<file path="src/rtl/phy_pwr_seq_pkg.sv">
package phy_pwr_seq_pkg;

    typedef enum logic [2:0] {
        ST_IDLE,
        ST_PDOWN,
        ST_SETTLE,
        ST_CAL,
        ST_DLL_ON,
        ST_DLL_WAIT
    } seq_state_e;

    typedef enum logic [1:0] {
        ERR_NONE = 2'd0,
        ERR_CAL  = 2'd1,
        ERR_DLL  = 2'd2
    } seq_err_e;

    localparam logic [2:0] DRV_50OHM    = 3'd6;
    localparam logic [3:0] OTAP_SEL_DEF = 4'd4;
    localparam int unsigned FREQ_STEP   = 50;
    localparam int unsigned FREQ_MAX    = 3;

    typedef struct packed {
        logic [2:0] code;
        logic       warn;
    } freq_pick_t;

    typedef struct packed {
        logic [2:0] drv;
        logic       otap_en;
        logic [3:0] otap_sel;
    } pad_cfg_t;

    function automatic freq_pick_t pick_freq(input logic [31:0] rate);
        freq_pick_t  r;
        logic [32:0] quot;
        quot   = ({1'b0, rate} + 33'(FREQ_STEP / 2)) / 33'(FREQ_STEP);
        r.warn = (quot > 33'(FREQ_MAX));
        r.code = r.warn ? 3'(FREQ_MAX) : quot[2:0];
        return r;
    endfunction

endpackage

</file>
<file path="src/rtl/phy_pwr_seq_sync.sv">
module phy_pwr_seq_sync #(
    parameter int WIDTH = 2
) (
    input  logic             clk,
    input  logic             rst,
    input  logic [WIDTH-1:0] d,
    output logic [WIDTH-1:0] q
);
    for (genvar i = 0; i < WIDTH; i++) begin : g_bit
        logic meta;
        logic stable;
        always_ff @(posedge clk) begin
            if (rst) begin
                meta   <= 1'b0;
                stable <= 1'b0;
            end else begin
                meta   <= d[i];
                stable <= meta;
            end
        end
        assign q[i] = stable;
    end
endmodule

</file>
<file path="src/rtl/phy_pwr_seq_timer.sv">
module phy_pwr_seq_timer #(
    parameter int CNT_W = 8
) (
    input  logic             clk,
    input  logic             rst,
    input  logic             load,
    input  logic [CNT_W-1:0] load_val,
    output logic             expired
);
    logic [CNT_W-1:0] cnt;

    always_ff @(posedge clk) begin
        if (rst)              cnt <= '0;
        else if (load)        cnt <= load_val;
        else if (cnt != '0)   cnt <= cnt - 1'b1;
    end

    assign expired = (cnt == '0);

    // an idle count never wraps around
    p_no_wrap_r5: assert property (@(posedge clk) disable iff (rst)
        (!load && cnt == '0) |=> (cnt == '0));
endmodule

</file>
<file path="src/rtl/phy_pwr_seq.sv">
module phy_pwr_seq
    import phy_pwr_seq_pkg::*;
#(
    parameter int REF_MHZ   = 100,
    parameter int SETTLE_US = 5,
    parameter int CAL_TO_US = 50,
    parameter int DLL_TO_US = 50000,
    parameter int RATE_W    = 12
) (
    input  logic              clk,
    input  logic              rst,
    input  logic              req_on,
    input  logic              req_off,
    input  logic [RATE_W-1:0] rate_mhz,
    input  logic              cal_done_i,
    input  logic              dll_rdy_i,
    output logic              pdb_o,
    output logic              dll_en_o,
    output logic [2:0]        freq_sel_o,
    output logic [2:0]        drv_type_o,
    output logic              otap_en_o,
    output logic [3:0]        otap_sel_o,
    output logic              busy_o,
    output logic              done_o,
    output logic [1:0]        err_o,
    output logic              rate_warn_o
);
    localparam int SETTLE_CYC = SETTLE_US * REF_MHZ;
    localparam int CAL_CYC    = CAL_TO_US * REF_MHZ;
    localparam int DLL_CYC    = DLL_TO_US * REF_MHZ;
    localparam int MAX_A      = (SETTLE_CYC > CAL_CYC) ? SETTLE_CYC : CAL_CYC;
    localparam int MAX_CYC    = (MAX_A > DLL_CYC) ? MAX_A : DLL_CYC;
    localparam int CNT_W      = $clog2(MAX_CYC + 1);

    seq_state_e       state;
    logic             op_on;
    logic [2:0]       code_q;
    pad_cfg_t         pad;
    seq_err_e         err_q;
    logic [1:0]       stat_s;
    logic             cal_s, dll_s;
    logic             t_load, t_exp;
    logic [CNT_W-1:0] t_val;
    freq_pick_t       pick;
    logic             req_any;

    assign req_any = req_on | req_off;
    assign pick    = pick_freq(32'(rate_mhz));

    phy_pwr_seq_sync #(.WIDTH(2)) u_sync (
        .clk (clk),
        .rst (rst),
        .d   ({dll_rdy_i, cal_done_i}),
        .q   (stat_s)
    );
    assign cal_s = stat_s[0];
    assign dll_s = stat_s[1];

    always_comb begin
        t_load = 1'b0;
        t_val  = '0;
        unique case (state)
            ST_PDOWN:  begin t_load = op_on; t_val = CNT_W'(SETTLE_CYC); end
            ST_SETTLE: begin t_load = t_exp; t_val = CNT_W'(CAL_CYC);    end
            ST_DLL_ON: begin t_load = 1'b1;  t_val = CNT_W'(DLL_CYC);    end
            default:   ;
        endcase
    end

    phy_pwr_seq_timer #(.CNT_W(CNT_W)) u_timer (
        .clk      (clk),
        .rst      (rst),
        .load     (t_load),
        .load_val (t_val),
        .expired  (t_exp)
    );

    always_ff @(posedge clk) begin
        if (rst) begin
            state       <= ST_IDLE;
            op_on       <= 1'b0;
            code_q      <= '0;
            pad         <= '0;
            err_q       <= ERR_NONE;
            pdb_o       <= 1'b0;
            dll_en_o    <= 1'b0;
            freq_sel_o  <= '0;
            busy_o      <= 1'b0;
            done_o      <= 1'b0;
            rate_warn_o <= 1'b0;
        end else begin
            unique case (state)
                ST_IDLE: if (req_any) begin
                    op_on       <= req_on;
                    pdb_o       <= 1'b0;
                    dll_en_o    <= 1'b0;
                    busy_o      <= 1'b1;
                    done_o      <= 1'b0;
                    err_q       <= ERR_NONE;
                    code_q      <= pick.code;
                    rate_warn_o <= req_on & pick.warn;
                    state       <= ST_PDOWN;
                end
                ST_PDOWN: if (!op_on) begin
                    done_o <= 1'b1;
                    busy_o <= 1'b0;
                    state  <= ST_IDLE;
                end else begin
                    pad   <= '{drv: DRV_50OHM, otap_en: 1'b0, otap_sel: OTAP_SEL_DEF};
                    state <= ST_SETTLE;
                end
                ST_SETTLE: if (t_exp) begin
                    pdb_o <= 1'b1;
                    state <= ST_CAL;
                end
                ST_CAL: if (cal_s) begin
                    freq_sel_o <= code_q;
                    state      <= ST_DLL_ON;
                end else if (t_exp) begin
                    err_q  <= ERR_CAL;
                    pdb_o  <= 1'b0;
                    busy_o <= 1'b0;
                    state  <= ST_IDLE;
                end
                ST_DLL_ON: begin
                    dll_en_o <= 1'b1;
                    state    <= ST_DLL_WAIT;
                end
                ST_DLL_WAIT: if (dll_s) begin
                    done_o <= 1'b1;
                    busy_o <= 1'b0;
                    state  <= ST_IDLE;
                end else if (t_exp) begin
                    err_q    <= ERR_DLL;
                    pdb_o    <= 1'b0;
                    dll_en_o <= 1'b0;
                    busy_o   <= 1'b0;
                    state    <= ST_IDLE;
                end
                default: state <= ST_IDLE;
            endcase
        end
    end

    assign drv_type_o = pad.drv;
    assign otap_en_o  = pad.otap_en;
    assign otap_sel_o = pad.otap_sel;
    assign err_o      = err_q;

    // acceptance parks the pad and raises busy
    p_accept_parks_r2: assert property (@(posedge clk) disable iff (rst)
        (state == ST_IDLE && req_any) |=> (!pdb_o && !dll_en_o && busy_o));

    // pad stays down while settling
    p_pdb_low_settle_r5: assert property (@(posedge clk) disable iff (rst)
        (state == ST_SETTLE) |-> !pdb_o);

    // DLL off during calibration
    p_dll_off_cal_r8: assert property (@(posedge clk) disable iff (rst)
        (state == ST_SETTLE || state == ST_CAL) |-> !dll_en_o);

    // frequency code already in place when DLL turns on
    p_freq_first_r8: assert property (@(posedge clk) disable iff (rst)
        $rose(dll_en_o) |-> $stable(freq_sel_o));

    // no new sequence starts while one is running
    p_busy_ignores_r11: assert property (@(posedge clk) disable iff (rst)
        (state != ST_IDLE) |=> (state != ST_PDOWN));

    // success and error never reported together
    p_done_err_excl_r13: assert property (@(posedge clk) disable iff (rst)
        !(done_o && err_o != 2'd0));
endmodule

</file>
<file path="config.mk">
export PLATFORM = sky130hd
export DESIGN_NAME = phy_pwr_seq
export DESIGN_NICKNAME = d
export VERILOG_FILES = /design/src/rtl/phy_pwr_seq_pkg.sv /design/src/rtl/phy_pwr_seq_sync.sv /design/src/rtl/phy_pwr_seq_timer.sv /design/src/rtl/phy_pwr_seq.sv
export SDC_FILE = /design/constraint.sdc
export NUM_CORES = 1
export LEC_CHECK = 0
export BUFFER_PORTS_ARGS = -buffer_cell sky130_fd_sc_hd__buf_4
export CORE_MARGIN = 1
export CORE_UTILIZATION = 50
export CTS_CLUSTER_DIAMETER = 200
export DETAILED_ROUTE_END_ITERATION = 16
export MAX_ROUTING_LAYER = met4
export PLACE_DENSITY = 0.69
export RECOVER_POWER = 25
export SETUP_SLACK_MARGIN = 0.5
export SLEW_MARGIN = 20
export SYNTH_ARGS = -nofsm -noshare
export SYNTH_HDL_FRONTEND = slang
export SYNTH_HIERARCHICAL = 1
export SYNTH_SLANG_ARGS = --single-unit
</file>
<file path="constraint.sdc">
create_clock -name clk -period 7.85 [get_ports clk]
set_clock_uncertainty 0.2 [all_clocks]
set_input_delay 0.785 -clock clk [delete_from_list [all_inputs] [get_ports clk]]
set_output_delay 0.785 -clock clk [all_outputs]
set_load 0.1 [all_outputs]
</file>
Word level (Yosys, flattened, before mapping)
Index checks and enable logic that the tools add are counted.

Bits in registers: 46. Latch bits: 0. Memory bits (writable): 0. Bits in read-only memories: 0. Word-level logic and storage cells: 90. Memories: 0.

$add $sub $neg: 2. Multipliers: 0. Div/mod/pow operators: 1. Order comparisons: 1. Equal/unequal tests: 13. Shift operators: 0. Mux-type cells: 36. Bitwise logic cells: 2. Reductions and logical operators: 18.

Operators by type and width (count): $pmux W23 S3 (1); $mux W23 (2); $div A33 B6 Y33 const B (1); $gt A33 B2 Y1 const B (1); $logic_not A23 Y1 (1); $reduce_bool A23 Y1 (1); $sub A23 B1 Y23 const B (1); $mux W3 (6); $pmux W3 S6 (1); $mux W1 (14); $ne A2 B2 Y1 const B (7); $add A12 B5 Y13 const B (1); $mux W2 (6); $reduce_and A4 Y1 (3); $pmux W1 S3 (3); $reduce_bool A3 Y1 (3); $pmux W1 S4 (2); $reduce_and A2 Y1 (4); $reduce_bool A4 Y1 (2); $eq A3 B2 Y1 const B (2); $eq A3 B3 Y1 const B (2); $pmux W2 S3 (1); $reduce_and A6 Y1 (1); $reduce_and A5 Y1 (1); other kinds (6) (6).

Longest topological paths before layout
Word-level depth: 4. Depth in mapped cells: 24. Gate-level depth less buffers: 23.

By module
The synthesis kept the hierarchy.

By module, submodules not included: phy_pwr_seq (instances 1, cells each 378, area each 2632.5 sq um, sequential area each 360.3 sq um); phy_pwr_seq_timer (instances 1, cells each 156, area each 1291.2 sq um, sequential area each 460.4 sq um); phy_pwr_seq_sync (instances 1, cells each 10, area each 120.1 sq um, sequential area each 80.1 sq um).

Worst setup path before layout
Ideal clock, no wire load.

Kind: input to register. Start point: input port rate_mhz[0]. End point: register code_q[0]. Setup time: 0.075 ns. Arrival: 6.119 ns. Required time: 7.575 ns. Path slack: 1.456 ns. Stages: 23. Buffers on the path: 0. Cell sequence: ha_1 -> a211oi_2 -> nor2_1 -> or3_1 -> a21oi_1 -> a211oi_1 -> ha_1 -> nor2b_1 -> a2111oi_0 -> and2_1 -> o21bai_1 -> nor2_1 -> a211o_1 -> a221o_1 -> a2111oi_2 -> a21oi_1 -> a21oi_2 -> nor3_2 -> or2_1 -> or4_1 -> a32oi_1 -> o22ai_1 -> o22ai_1.

Cells in the longest elaborated chain, start to end: 4.

RTL lines: start, declared (RTL line phy_pwr_seq.sv:14) `input logic [RATE_W-1:0] rate_mhz,`; $add A12 B5 Y13 (*) (RTL line phy_pwr_seq_pkg.sv:37) `quot = ({1'b0, rate} + 33'(FREQ_STEP / 2)) / 33'(FREQ_STEP);`; $div A33 B6 Y33 (*) (RTL line phy_pwr_seq_pkg.sv:37); $gt A33 B2 Y1 (RTL line phy_pwr_seq_pkg.sv:38) `r.warn = (quot > 33'(FREQ_MAX));`; $mux W3 (*) (RTL line phy_pwr_seq_pkg.sv:39) `r.code = r.warn ? 3'(FREQ_MAX) : quot[2:0];`; end signal, assigned (RTL line phy_pwr_seq.sv:100) `code_q <= pick.code;`; end, declared (RTL line phy_pwr_seq.sv:37) `logic [2:0] code_q;`.

Mark *: on every way between the ends. The rest lies on a longest branch, timed or not. A chain may end at the register's enable or synchronous reset.

Worst setup path after layout
Ends and elaborated chain as after synthesis.

==> impl_metrics.ini <==
[run_status]
status = finished, violations left
violations = capacitance limit, slew limit

[cts]
clock_path_buffers = 2
cts_root_buf = clkbuf_8
cts-htree-levels = 2
postCtsSetupRepairBufs = 0
cts_buffers = 5
path_clk_slew_ns = 0.09
cts_tree = done
clock_sinks = 45
clk_latency_ns = 0.30
postCtsHoldBufs = 0

[hold_path]
holdPathStages = 1
min_to = u_sync/g_bit[1].stable
hold_path_class = reg -> reg
min-delay-start = u_sync/g_bit[1].meta

[timing]
setup_viol = 0
setup_tns_ns = 0
hold_violations = 0
drv_slew = 49
timing.final.crit_period_ns = 6.78
clock.fmax_mhz = 147
holdWs_ns = 0.259
fin_crit_sh = 0.864
layout_setup_ws_ns = 1.07
slew_headroom = -0.395
rsz0062_at_grt = false
max_slew.worst_pin.slew_ns = 2.09

[floorplanning]
io_pins = 36
dieArea_sq_mm = 0.00845
row_count = 32
dieWidth_um = 91.9
die_h_um = 91.9
core_sq_mm = 0.00777
initial_core_util = 0.521

[synthesis]
post-synth-top-count-cell = nor2_1
synthTopCellsByCount = 51 x nor2_1, 49 x nand2_1, 45 x dfxtp_1
ys_seq_area_frac = 0.223
synth-edff-count = 0
netlist_instances = 544
ys_ff_latch = 45
avgSynthCellArea_sq_um = 7.43
synth.area.top_cells = dfxtp_1 22%, a21oi_1 5.4%, nor2_1 4.7%
ys.flop_type = dfxtp_1
yosysUniqueCellTypes = 83
async_flop_share = 0
synth.top_cell.area_share = 0.223
yosys_warnings = 6
synth_largest_area_cell = dfxtp_1
syn_area_sq_mm = 0.00404

[route]
route.detailed.drc = 0
routed_via_density = 6.29
drt_iter0_drc = 229
dr_total_vias = 4164
drt_wl_total_um = 10200
wl_per_cell_um = 15.4
ant_nets = 0
dr.pass1.iters = 5

[placement]
gp_congestion = 1.02
portBuffers = 30
dp_hpwl_um = 7520
pre_cts_slack_ns = 0.666
place_area_sq_mm = 0.00427

[pwr]
p_switching_mw = 0.697
p_leak_nw = 1.59
clockPowerShare = 0.109
p_int_mw = 0.670
power_density_mw_per_mm2 = 315
p_comb_frac = 0.625
power_switching_share = 0.510
share_seq_of_total_power = 0.266
ir_drop_mv = 0.104
fin_total_pwr_mw = 1.37

[grt]
antenna_found_initial = 0
grt_max_degree = 49
grt_pass1_wl_um = 16900
overflow = 0
grt_pass1_vias = 3558
grt_usage = 0.244

[finish]
multi_input_area_sq_mm = 0.00298
final-seq-area_sq_um = 901
drive_gt1_frac = 0.104
final_nets = 581
diodes = 0
num-fill-cells = 773
syn2layout_area_growth_pct = 7.27
finalInstanceArea_sq_mm = 0.00434

[worst_setup_path]
worstPathCellList = buf_4 > ha_1 > a211oi_2 > nor2_1 > or3_1 > a21oi_1 > a211oi_1 > ha_1 > nor2b_1 > a2111oi_2 > and2_1 > o21bai_1 > nor2_1 > a211o_1 > a221oi_4 > mux2i_1 > nor4_2 > or2_1 > nor3_2 > or2_1 > or4_1 > a32oi_1 > o22ai_1 > o22ai_1
regToRegSetupSlack_ns = 3.66
timing.rr.start = u_timer/cnt[0]
r2r_end = u_timer/cnt[15]
cp_slowest_stage_delay_ns = 0.55
end_kind = flip-flop
reg2reg_depth = 11
worst_ep_arrival_time_ns = 6.80
critical_path_required_ns = 7.87
path_class = in -> reg
cp-start-kind = primary input
cpMaxStageDelayCell = or4_1
crit_start = rate_mhz[0]
cp_max_fo = 7

[flow_run]
drv_cap = 1
==> stage by stage <==
stage,cells,utilization
6_report,662,0.558
5_1_grt,662,0.558
4_1_cts,662,0.562
3_5_place_dp,654,0.550
3_3_place_gp,654,0.550
2_1_floorplan,557,-
==> cell type report <==
class	count	area share
multi-input cells	465	0.687
flip-flops and latches	45	0.208
repair buffers	31	0.0450
well taps	102	0.0294
clock buffers	5	0.0159
inverters	11	0.00952
clock inverters	3	0.00577
==> worst max-delay path, delay by kind of cell <==
family	cells	cell delay, ns
muxes	1	0.24
buffers and inverters	1	0.13
and+or+nand+nor	10	2.55
AOI/OAI and AO/OA	10	2.62
adders and majority gates	2	0.46
==> placed cells by master (no fill, tap or decap), types with 14 or more instances in the layout <==
cell type  Yosys  layout
buf_4         10      21
nor2_1        51      51
nor2b_1       16      16
xnor2_1       20      20
nor3_1        18      18
o21ai_0       30      30
a21oi_1       44      44
nand2_1       49      49
dfxtp_1       45      45
conb_1         1      14
==> flip-flops by register name, summed over array words and instances, names as in the netlist, 2 cells and up <==
name,flops
u_timer/cnt,23
code_q,3
freq_sel_o,3
state,3
err_o,2
u_sync/g_bit.meta,2
u_sync/g_bit.stable,2
==> per-layer routing <==
| layer | GRT usage | wire length (um) |
|---|---|---|
| met1 | 0.344 | 5010 |
| met2 | 0.382 | 4560 |
| met3 | 0.0249 | 522 |
| met4 | 0.0456 | 72 |
| met5 | - | 0 |
==> cell families (layout without fill, tap and decap cells) <==
kind of cell               after synthesis  after routing  share of synthesized area
and+or+nand+nor                        219            219                      0.285
AOI/OAI and AO/OA                      189            189                      0.335
buffers and inverters                   47             50                     0.0566
DFF                                     45             45                      0.223
xor gates and xnor gates                29             29                     0.0628
muxes                                    9              9                     0.0223
adders and majority gates                5              5                     0.0149
other                                    1             14                   0.000927
==> what timing repair did <==
action | CTS | global route
endpoints found under the hold margin | 0 | 0
gates resized for setup | 0 | 3
setup endpoints to repair | 0 | 2
==> power by group through the flow <==
stage	clock (mW)	combinational, mW	sequential [mW]
after global placement	0	0.837	0.366
after detailed placement	0	0.845	0.366
after global routing	0.165	0.940	0.374
final	0.149	0.855	0.363
after CTS	0.155	0.850	0.361
after floorplan	0	0.661	0.403
==> worst max-delay path by stage <==
stage                            to  slack, ns  depth (start not counted)
after global placement    code_q[0]       0.81                         24
after floorplan           code_q[0]       1.46                         23
after global routing      code_q[0]       0.61                         24
after CTS                 code_q[0]       0.95                         24
after detailed placement  code_q[0]       0.67                         24
final                     code_q[0]       1.07                         24
No activity file was read; power rests on OpenSTA's default activity.
